==> src/rtl/cfgl_pkg.sv <==
package cfgl_pkg;
  typedef enum logic [2:0] {
    LD_IDLE  = 3'd0,
    LD_PROG  = 3'd1,
    LD_WINIT = 3'd2,
    LD_SHIFT = 3'd3,
    LD_POST  = 3'd4,
    LD_OK    = 3'd5,
    LD_ERR   = 3'd6
  } ld_state_t;
endpackage

==> src/rtl/cfgl_sync.sv <==
module cfgl_sync #(
  parameter int STAGES = 2
) (
  input  logic clk,
  input  logic rst,
  input  logic d,
  output logic q
);
  logic [STAGES-1:0] chain;

  always_ff @(posedge clk) begin
    if (rst) chain <= '0;
    else     chain <= {chain[STAGES-2:0], d};
  end

  assign q = chain[STAGES-1];
endmodule

==> src/rtl/cfgl_bitclk.sv <==
// Configuration clock generator: the high phase is always CCLK_HALF system clocks.
// The low phase waits for a pending bit and an enabling gate before it rises.
module cfgl_bitclk #(
  parameter int HALF = 4
) (
  input  logic clk,
  input  logic rst,
  input  logic run,
  input  logic pending,
  input  logic gate,
  output logic cclk_o,
  output logic rise_o
);
  localparam int CW = $clog2(HALF + 1);

  logic [CW-1:0] cnt;
  logic          at_top;

  assign at_top = (cnt == CW'(HALF - 1));
  assign rise_o = run && !cclk_o && pending && gate && at_top;

  always_ff @(posedge clk) begin
    if (rst || !run) begin
      cnt    <= '0;
      cclk_o <= 1'b0;
    end else if (cclk_o) begin
      if (at_top) begin
        cclk_o <= 1'b0;
        cnt    <= '0;
      end else begin
        cnt <= cnt + 1'b1;
      end
    end else if (rise_o) begin
      cclk_o <= 1'b1;
      cnt    <= '0;
    end else if (!at_top) begin
      cnt <= cnt + 1'b1;
    end
  end

  // a rising configuration edge only follows a cycle in which init was high
  p_rise_gated_r2: assert property (@(posedge clk) disable iff (rst)
    $rose(cclk_o) |-> $past(gate));
endmodule

==> src/rtl/cfgl_shifter.sv <==
// Byte-to-bit serialiser. Bits are loaded onto the data line during the clock's
// low phase. Ones are supplied after the last byte, or when intake is closed.
module cfgl_shifter #(
  parameter int DATA_W = 8
) (
  input  logic              clk,
  input  logic              rst,
  input  logic              run,
  input  logic              intake_en,
  input  logic [DATA_W-1:0] in_data,
  input  logic              in_valid,
  input  logic              in_last,
  input  logic              cclk,
  input  logic              rise,
  output logic              in_ready,
  output logic              pending,
  output logic              sdata_o
);
  localparam int LW = $clog2(DATA_W + 1);

  logic [DATA_W-1:0] shreg;
  logic [LW-1:0]     left;
  logic              pad;
  logic              have_bit;
  logic              load;

  assign have_bit = (left != '0) || pad || !intake_en;
  assign in_ready = run && intake_en && (left == '0) && !pad;
  assign load     = run && !cclk && !pending && have_bit;

  always_ff @(posedge clk) begin
    if (rst || !run) begin
      shreg   <= '0;
      left    <= '0;
      pad     <= 1'b0;
      pending <= 1'b0;
      sdata_o <= 1'b1;
    end else begin
      if (in_valid && in_ready) begin
        shreg <= in_data;
        left  <= LW'(DATA_W);
        pad   <= in_last;
      end
      if (load) begin
        pending <= 1'b1;
        if (left != '0) begin
          sdata_o <= shreg[DATA_W-1];
          shreg   <= {shreg[DATA_W-2:0], 1'b0};
          left    <= left - 1'b1;
        end else begin
          sdata_o <= 1'b1;
        end
      end else if (rise) begin
        pending <= 1'b0;
      end
    end
  end

  // data is held through the whole high phase of the configuration clock
  p_stable_high_r3: assert property (@(posedge clk) disable iff (rst)
    (cclk && $past(cclk)) |-> $stable(sdata_o));
endmodule

==> src/rtl/cfg_serial_loader.sv <==
module cfg_serial_loader
  import cfgl_pkg::*;
#(
  parameter int DATA_W        = 8,
  parameter int CCLK_HALF     = 4,
  parameter int PROG_CYCLES   = 500,
  parameter int INIT_TIMEOUT  = 50000,
  parameter int DONE_TIMEOUT  = 1000000,
  parameter int POST_CLKS     = 8
) (
  input  logic              clk,
  input  logic              rst,
  input  logic              start,
  input  logic [DATA_W-1:0] in_data,
  input  logic              in_valid,
  input  logic              in_last,
  output logic              in_ready,
  output logic              prog_n_o,
  output logic              cclk_o,
  output logic              sdata_o,
  input  logic              init_n_i,
  input  logic              done_i,
  output logic              busy_o,
  output logic              ok_o,
  output logic              err_o
);
  localparam int T1     = (PROG_CYCLES > INIT_TIMEOUT) ? PROG_CYCLES : INIT_TIMEOUT;
  localparam int TMAX   = (T1 > DONE_TIMEOUT) ? T1 : DONE_TIMEOUT;
  localparam int TMR_W  = $clog2(TMAX + 1);
  localparam int PC_W   = $clog2(POST_CLKS + 1);

  ld_state_t        state_q;
  logic [TMR_W-1:0] tmr;
  logic [PC_W-1:0]  post_q;
  logic             init_s, done_s;
  logic             run, pending, rise;

  cfgl_sync #(.STAGES(2)) u_sync_init (.clk(clk), .rst(rst), .d(init_n_i), .q(init_s));
  cfgl_sync #(.STAGES(2)) u_sync_done (.clk(clk), .rst(rst), .d(done_i),   .q(done_s));

  assign run = (state_q == LD_SHIFT) || (state_q == LD_POST);

  cfgl_bitclk #(.HALF(CCLK_HALF)) u_bitclk (
    .clk(clk), .rst(rst), .run(run), .pending(pending), .gate(init_s),
    .cclk_o(cclk_o), .rise_o(rise)
  );

  cfgl_shifter #(.DATA_W(DATA_W)) u_shifter (
    .clk(clk), .rst(rst), .run(run), .intake_en(state_q == LD_SHIFT),
    .in_data(in_data), .in_valid(in_valid), .in_last(in_last),
    .cclk(cclk_o), .rise(rise), .in_ready(in_ready),
    .pending(pending), .sdata_o(sdata_o)
  );

  always_ff @(posedge clk) begin
    if (rst) begin
      state_q  <= LD_IDLE;
      tmr      <= '0;
      post_q   <= '0;
      prog_n_o <= 1'b1;
    end else begin
      case (state_q)
        LD_IDLE, LD_OK, LD_ERR: begin
          if (start) begin
            state_q  <= LD_PROG;
            tmr      <= '0;
            prog_n_o <= 1'b0;
          end
        end
        LD_PROG: begin
          if (tmr == TMR_W'(PROG_CYCLES - 1)) begin
            state_q  <= LD_WINIT;
            tmr      <= '0;
            prog_n_o <= 1'b1;
          end else begin
            tmr <= tmr + 1'b1;
          end
        end
        LD_WINIT: begin
          if (init_s) begin
            state_q <= LD_SHIFT;
            tmr     <= '0;
          end else if (tmr == TMR_W'(INIT_TIMEOUT - 1)) begin
            state_q <= LD_ERR;
          end else begin
            tmr <= tmr + 1'b1;
          end
        end
        LD_SHIFT: begin
          if (!init_s) begin
            state_q <= LD_ERR;
          end else if (done_s) begin
            state_q <= LD_POST;
            post_q  <= '0;
          end else if (tmr == TMR_W'(DONE_TIMEOUT - 1)) begin
            state_q <= LD_ERR;
          end else begin
            tmr <= tmr + 1'b1;
          end
        end
        LD_POST: begin
          if (!init_s) begin
            state_q <= LD_ERR;
          end else if (post_q == PC_W'(POST_CLKS) && !cclk_o) begin
            state_q <= LD_OK;
          end else if (rise && post_q != PC_W'(POST_CLKS)) begin
            post_q <= post_q + 1'b1;
          end
        end
        default: state_q <= LD_IDLE;
      endcase
    end
  end

  assign busy_o = (state_q == LD_PROG) || (state_q == LD_WINIT) || run;
  assign ok_o   = (state_q == LD_OK);
  assign err_o  = (state_q == LD_ERR);

  // the strobe is low for as long as the program phase lasts
  p_prog_low_r1: assert property (@(posedge clk) disable iff (rst)
    (state_q == LD_PROG) |-> !prog_n_o);
  // a failure is held until a new start
  p_err_hold_r5: assert property (@(posedge clk) disable iff (rst)
    (err_o && !start) |=> err_o);
  // success is only reported with done seen high
  p_ok_done_r6: assert property (@(posedge clk) disable iff (rst)
    $rose(ok_o) |-> done_s);
  // status flags are mutually exclusive
  p_status_r9: assert property (@(posedge clk) disable iff (rst)
    $onehot0({busy_o, ok_o, err_o}));
  // clock is quiet in idle and after success
  p_quiet_r9: assert property (@(posedge clk) disable iff (rst)
    ((state_q == LD_IDLE) || ok_o) |-> !cclk_o);
endmodule

==> config.mk <==
export PLATFORM = sky130hd
export DESIGN_NAME = cfg_serial_loader
export DESIGN_NICKNAME = d
export VERILOG_FILES = /design/src/rtl/cfgl_pkg.sv /design/src/rtl/cfgl_sync.sv /design/src/rtl/cfgl_bitclk.sv /design/src/rtl/cfgl_shifter.sv /design/src/rtl/cfg_serial_loader.sv
export SDC_FILE = /design/constraint.sdc
export NUM_CORES = 1
export LEC_CHECK = 0
export ABC_CLOCK_PERIOD_IN_PS = 4150
export CORE_UTILIZATION = 40
export DETAILED_ROUTE_END_ITERATION = 8
export DONT_BUFFER_PORTS = 1
export GPL_ROUTABILITY_DRIVEN = 0
export SYNTH_ARGS = -nofsm -noshare
export SYNTH_HDL_FRONTEND = slang
export SYNTH_SLANG_ARGS = --single-unit
==> constraint.sdc <==
create_clock -name clk -period 4.15 [get_ports clk]
set_clock_uncertainty 0.2 [all_clocks]
set_input_delay 0.83 -clock clk [delete_from_list [all_inputs] [get_ports clk]]
set_output_delay 0.83 -clock clk [all_outputs]
set_load 0.01 [all_outputs]
# == Yosys cells after proc, flatten, opt, wreduce, memory -nomap -nowiden ==
# Index checks and enable logic that the tools add are counted.
# op_classes
n_addsub,4
eq_ne,26
mux,43
reduce_logical,35
# op_table
operator,n
$mux 20,7
$pmux 20 s4,1
$mux 3,13
$mux 4,8
$mux 8,3
$add 20x1->20 const B,1
$eq 20x16->1 const B,1
$eq 20x20->1 const B,1
$eq 20x9->1 const B,1
$pmux 3 s5,1
$ne 2x2->1 const B,7
$logic_and 1x1->1,12
$reduce_and 6->1,2
$eq 3x2->1 const B,3
$eq 3x3->1 const B,3
$ne 3x2->1 const B,3
$mux 1,8
$ne 4x4->1 const B,2
$pmux 4 s2,1
$reduce_bool 4->1,2
$logic_or 1x1->1,6
$reduce_bool 2->1,3
$logic_not 1->1,5
$reduce_and 5->1,1
12 further kinds,13
# word_totals
register_bits,51
input_bits,15
out_inout_bits,7
word_cells,121

# == Longest topological paths before layout ==
# depth
depth_word,11
ltp_mapped,10
mapped_depth_nobuf,8

# == Modules after synthesis ==
# From an unflattened synthesis, not the netlist that was laid out.
# unflattened
hier_cells,354
hier_area_um2,3002.9
# modules_own_cells
module,n_inst,cells_each,area_per_inst_um2,seq_area_each_um2
cfg_serial_loader,1,233,1876.8,560.5
cfgl_shifter,1,91,825.8,300.3
cfgl_bitclk,1,22,195.2,80.1
cfgl_sync,2,4,52.6,40.0

# == Least setup slack after synthesis ==
# OpenSTA, ideal clock, no wires.
# synth_timing
kind,reg2out
from,register u_shifter.left[0]
to,output port in_ready
t_arrival_ps,1476
required_time_ps,3120
path_slack_ps,1644
stages_incl_launch_ff,5
n_path_buf,0
cell_sequence,dfxtp_1 inv_1 ha_1 or4b_1 nor4_1
# synth_via
elab_chain_len,3
# synth_rtl
item,line,text
"start, declared",cfgl_shifter.sv:22,logic [LW-1:0] left;
"start signal, assigned",cfgl_shifter.sv:41,left <= LW'(DATA_W);
"start signal, assigned",cfgl_shifter.sv:49,left <= left - 1'b1;
$logic_not 4->1,cfgl_shifter.sv:28,assign in_ready = run && intake_en && (left == '0) && !pad;
$logic_and 1x1->1 (2 in series),cfgl_shifter.sv:28,
"end, declared",cfg_serial_loader.sv:17,"output logic in_ready,"
# Every way passes these cells.

# == Worst setup path in the final report ==
# Same ends and word-level chain as after synthesis.

==> summary.txt <==
status: complete, no violations
Final #Nets: 355
Netlist cell types: 64
number of global-route vias before repair: 2,211
Multi-input gate area: 1660 µm²
CTS Buf Count: 5
Highest Clock Rate: 308 MHz
grt ovf: 0
I/O Buffers: 0
Final period util: 78.3%
worst-skew pair later-pin latency: 320 ps
Final Cell Area: 2950 µm²
Syn Area/Cell: 8.39 µm²
top_reg_cell synth: dfxtp_1
Peak supply drop: 0.000138 V
internal power: 0.786 mW
Seq pwr share: 45.5%
largest delay contributor family on the critical path: simple AND/OR/NAND/NOR gates
count leader, synth: dfxtp_1
final WL: 5.96 mm
drt first pass iters: 4
CP Data Required Time: 3120 ps
Hold-fix buffers, CTS: 0
first-pass GRT wire length: 10.4 mm
area delta synth->final: 2.92%
RSZ-0062 raised after global routing: false
vias: 2,331
initial antenna violation count: 0
max_slew headroom: 35.1%
final hold vios: 0
Syn Nets: 365
placed cell count: 421
main area contributors after synthesis: dfxtp_1 (36%), nor2_1 (5.6%), xor2_1 (4.3%), nand3_1 (3.8%), a21oi_1 (3.7%)
largest net degree at the start of global routing: 24
Post-synth EDFFs: 0
Hold WS: 263 ps
#FFs+latches synth: 51
Ys Warns: 0
Yosys top cell by area: dfxtp_1
CTS tree: built
critical path's slowest cell: nor4_1
total power: 1.25 mW
Final setup viols: 0
Post-synth ARST share: 0%
Lkg Pwr: 0.993 nW
Antenna Cells: 0
Die ar.: 7510 µm²
Initial Util: 41.7%
PD cells: 424 nW/µm²
Worst-path clk slew: 110 ps
largest stage delay on the critical path: 760 ps
WL per Instance: 13.9 µm
Post-Syn Area: 2870 µm²
share of cells above drive strength 1: 8.71%
most instantiated cells after synthesis: dfxtp_1 (51), nor2_1 (43), nand2_1 (28), nand3_1 (22), a21oi_1 (21)
Fillers: 683
Switching Share: 37.2%
Row Count: 30
Crit Path Category: flop to output port
post_cts resized: 0
# clock sinks: 51
Post-Syn Instances: 342
Startpoint Class: flop
Register Area: 1020 µm²
crit path max fanout: 3
Vias/cell: 5.43
max-slew violation count: 0
share of Yosys cell area claimed by the top area cell type: 35.6%
H-tree levels: 2
CP endpoint kind: output port
Global Route Usage Sum: 17.3%
clock group share of total power: 24.6%
critical path arrival: 2220 ps
final non-filler cell total: 429
max-cap viol count: 0
Max clock buf depth: 2
worst slew pin tran: 965 ps
Seq/Total Area, Yosys: 35.6%
DP Area: 2860 µm²
DIE WIDTH: 86.7 µm
Setup Fix Bufs, Post-CTS: 0
fin crit period: 3250 ps
Antenna Violating Nets Remaining: 0
initial drt markers: 107
# DRC: 0
HP Class: flop to flop
Core Region: 6870 µm²
P_sw: 0.464 mW
Root Buffer: clkbuf_8
Combinational Power Share: 29.9%
worst path bufs/invs: 1
cell chain of the critical path: inv_1 -> ha_1 -> or4b_1 -> nor4_1
I/O Pins: 22
Fin Setup TNS: 0 ps
dpl hpwl: 4.21 mm
Die Height: 86.7 µm
## per-layer routing
layer	wire (µm)	track usage, %	share of wire, %	up-vias
met3	248	3.52	4.2	9
met1	2930	23.1	49	1073
met2	2670	27.6	45	41
li1	-	-	-	1208
met4	106	6.52	1.8	0
met5	0	0	0	-
## state kept, by name, indices dropped and copies added, names as in the netlist
register           count
u_bitclk.cclk_o        1
u_shifter.left         4
u_bitclk.cnt           3
u_sync_done.chain      2
u_shifter.shreg        8
u_shifter.pending      1
u_shifter.pad          1
tmr                   20
post_q                 4
state_q                3
u_sync_init.chain      2
u_shifter.sdata_o      1
prog_n_o               1
## kinds of logic (layout without fill, tap and decap cells)
group           Yosys count  after routing  synth area share, %
compound gates           64             64                 15.4
buf+inv                  30             21                 6.59
fa+ha+maj                 8              8                 3.49
simple gates            170            170                 33.0
flops                    51             51                 35.6
mux                       2              2                0.698
xor+xnor                 17             17                 5.19
## worst paths after layout
check	from	end	slack (ps)	depth (start not counted)
setup / recovery	u_shifter.left[0]	in_ready	900	4
hold / removal	u_sync_done.chain[0]	u_sync_done.chain[1]	260	1
setup reg to reg	u_shifter.left[0]	u_shifter.shreg[1]	1060	7
hold reg to reg	u_sync_done.chain[0]	u_sync_done.chain[1]	260	1
## layout make-up
class / instances / share of cell area [%]
Clock buffer: 5 / 2.33
Clock inverter: 3 / 0.933
Inverter: 11 / 1.40
Multi-Input combinational cell: 261 / 56.2
Sequential cell: 51 / 34.6
Tap cell: 96 / 4.07
Timing Repair Buffer: 2 / 0.509
## cells in the final DEF (no fill, tap or decap), drive strengths merged, types with 8 or more instances in the layout
cell | Yosys | routed
inv | 11 | 13
and3 | 12 | 12
nand3 | 22 | 22
xor2 | 14 | 14
a21oi | 21 | 21
nand2 | 28 | 28
dfxtp | 51 | 51
nand4 | 8 | 8
a311oi | 8 | 8
o21ai | 8 | 8
ha | 8 | 8
nor2 | 43 | 43
## power groups by stage
stage / sequential, mW / clock, mW / combinational (mW)
finish: 0.569 / 0.307 / 0.373
global route: 0.577 / 0.339 / 0.423
CTS: 0.569 / 0.317 / 0.375
detailed placement: 0.580 / 0 / 0.373
global placement: 0.578 / 0 / 0.366
floorplan: 0.546 / 0 / 0.375
## metrics by stage
| stage | utilization (%) | setup slack [ps] |
|---|---|---|
| after floorplan | - | 1640 |
| after global placement | 41.6 | 1170 |
| after detailed placement | 41.6 | 1120 |
| after CTS | 43.0 | 892 |
| after global routing | 43.0 | 713 |
| final | 43.0 | 900 |
No activity file was read; power rests on OpenSTA's default activity.
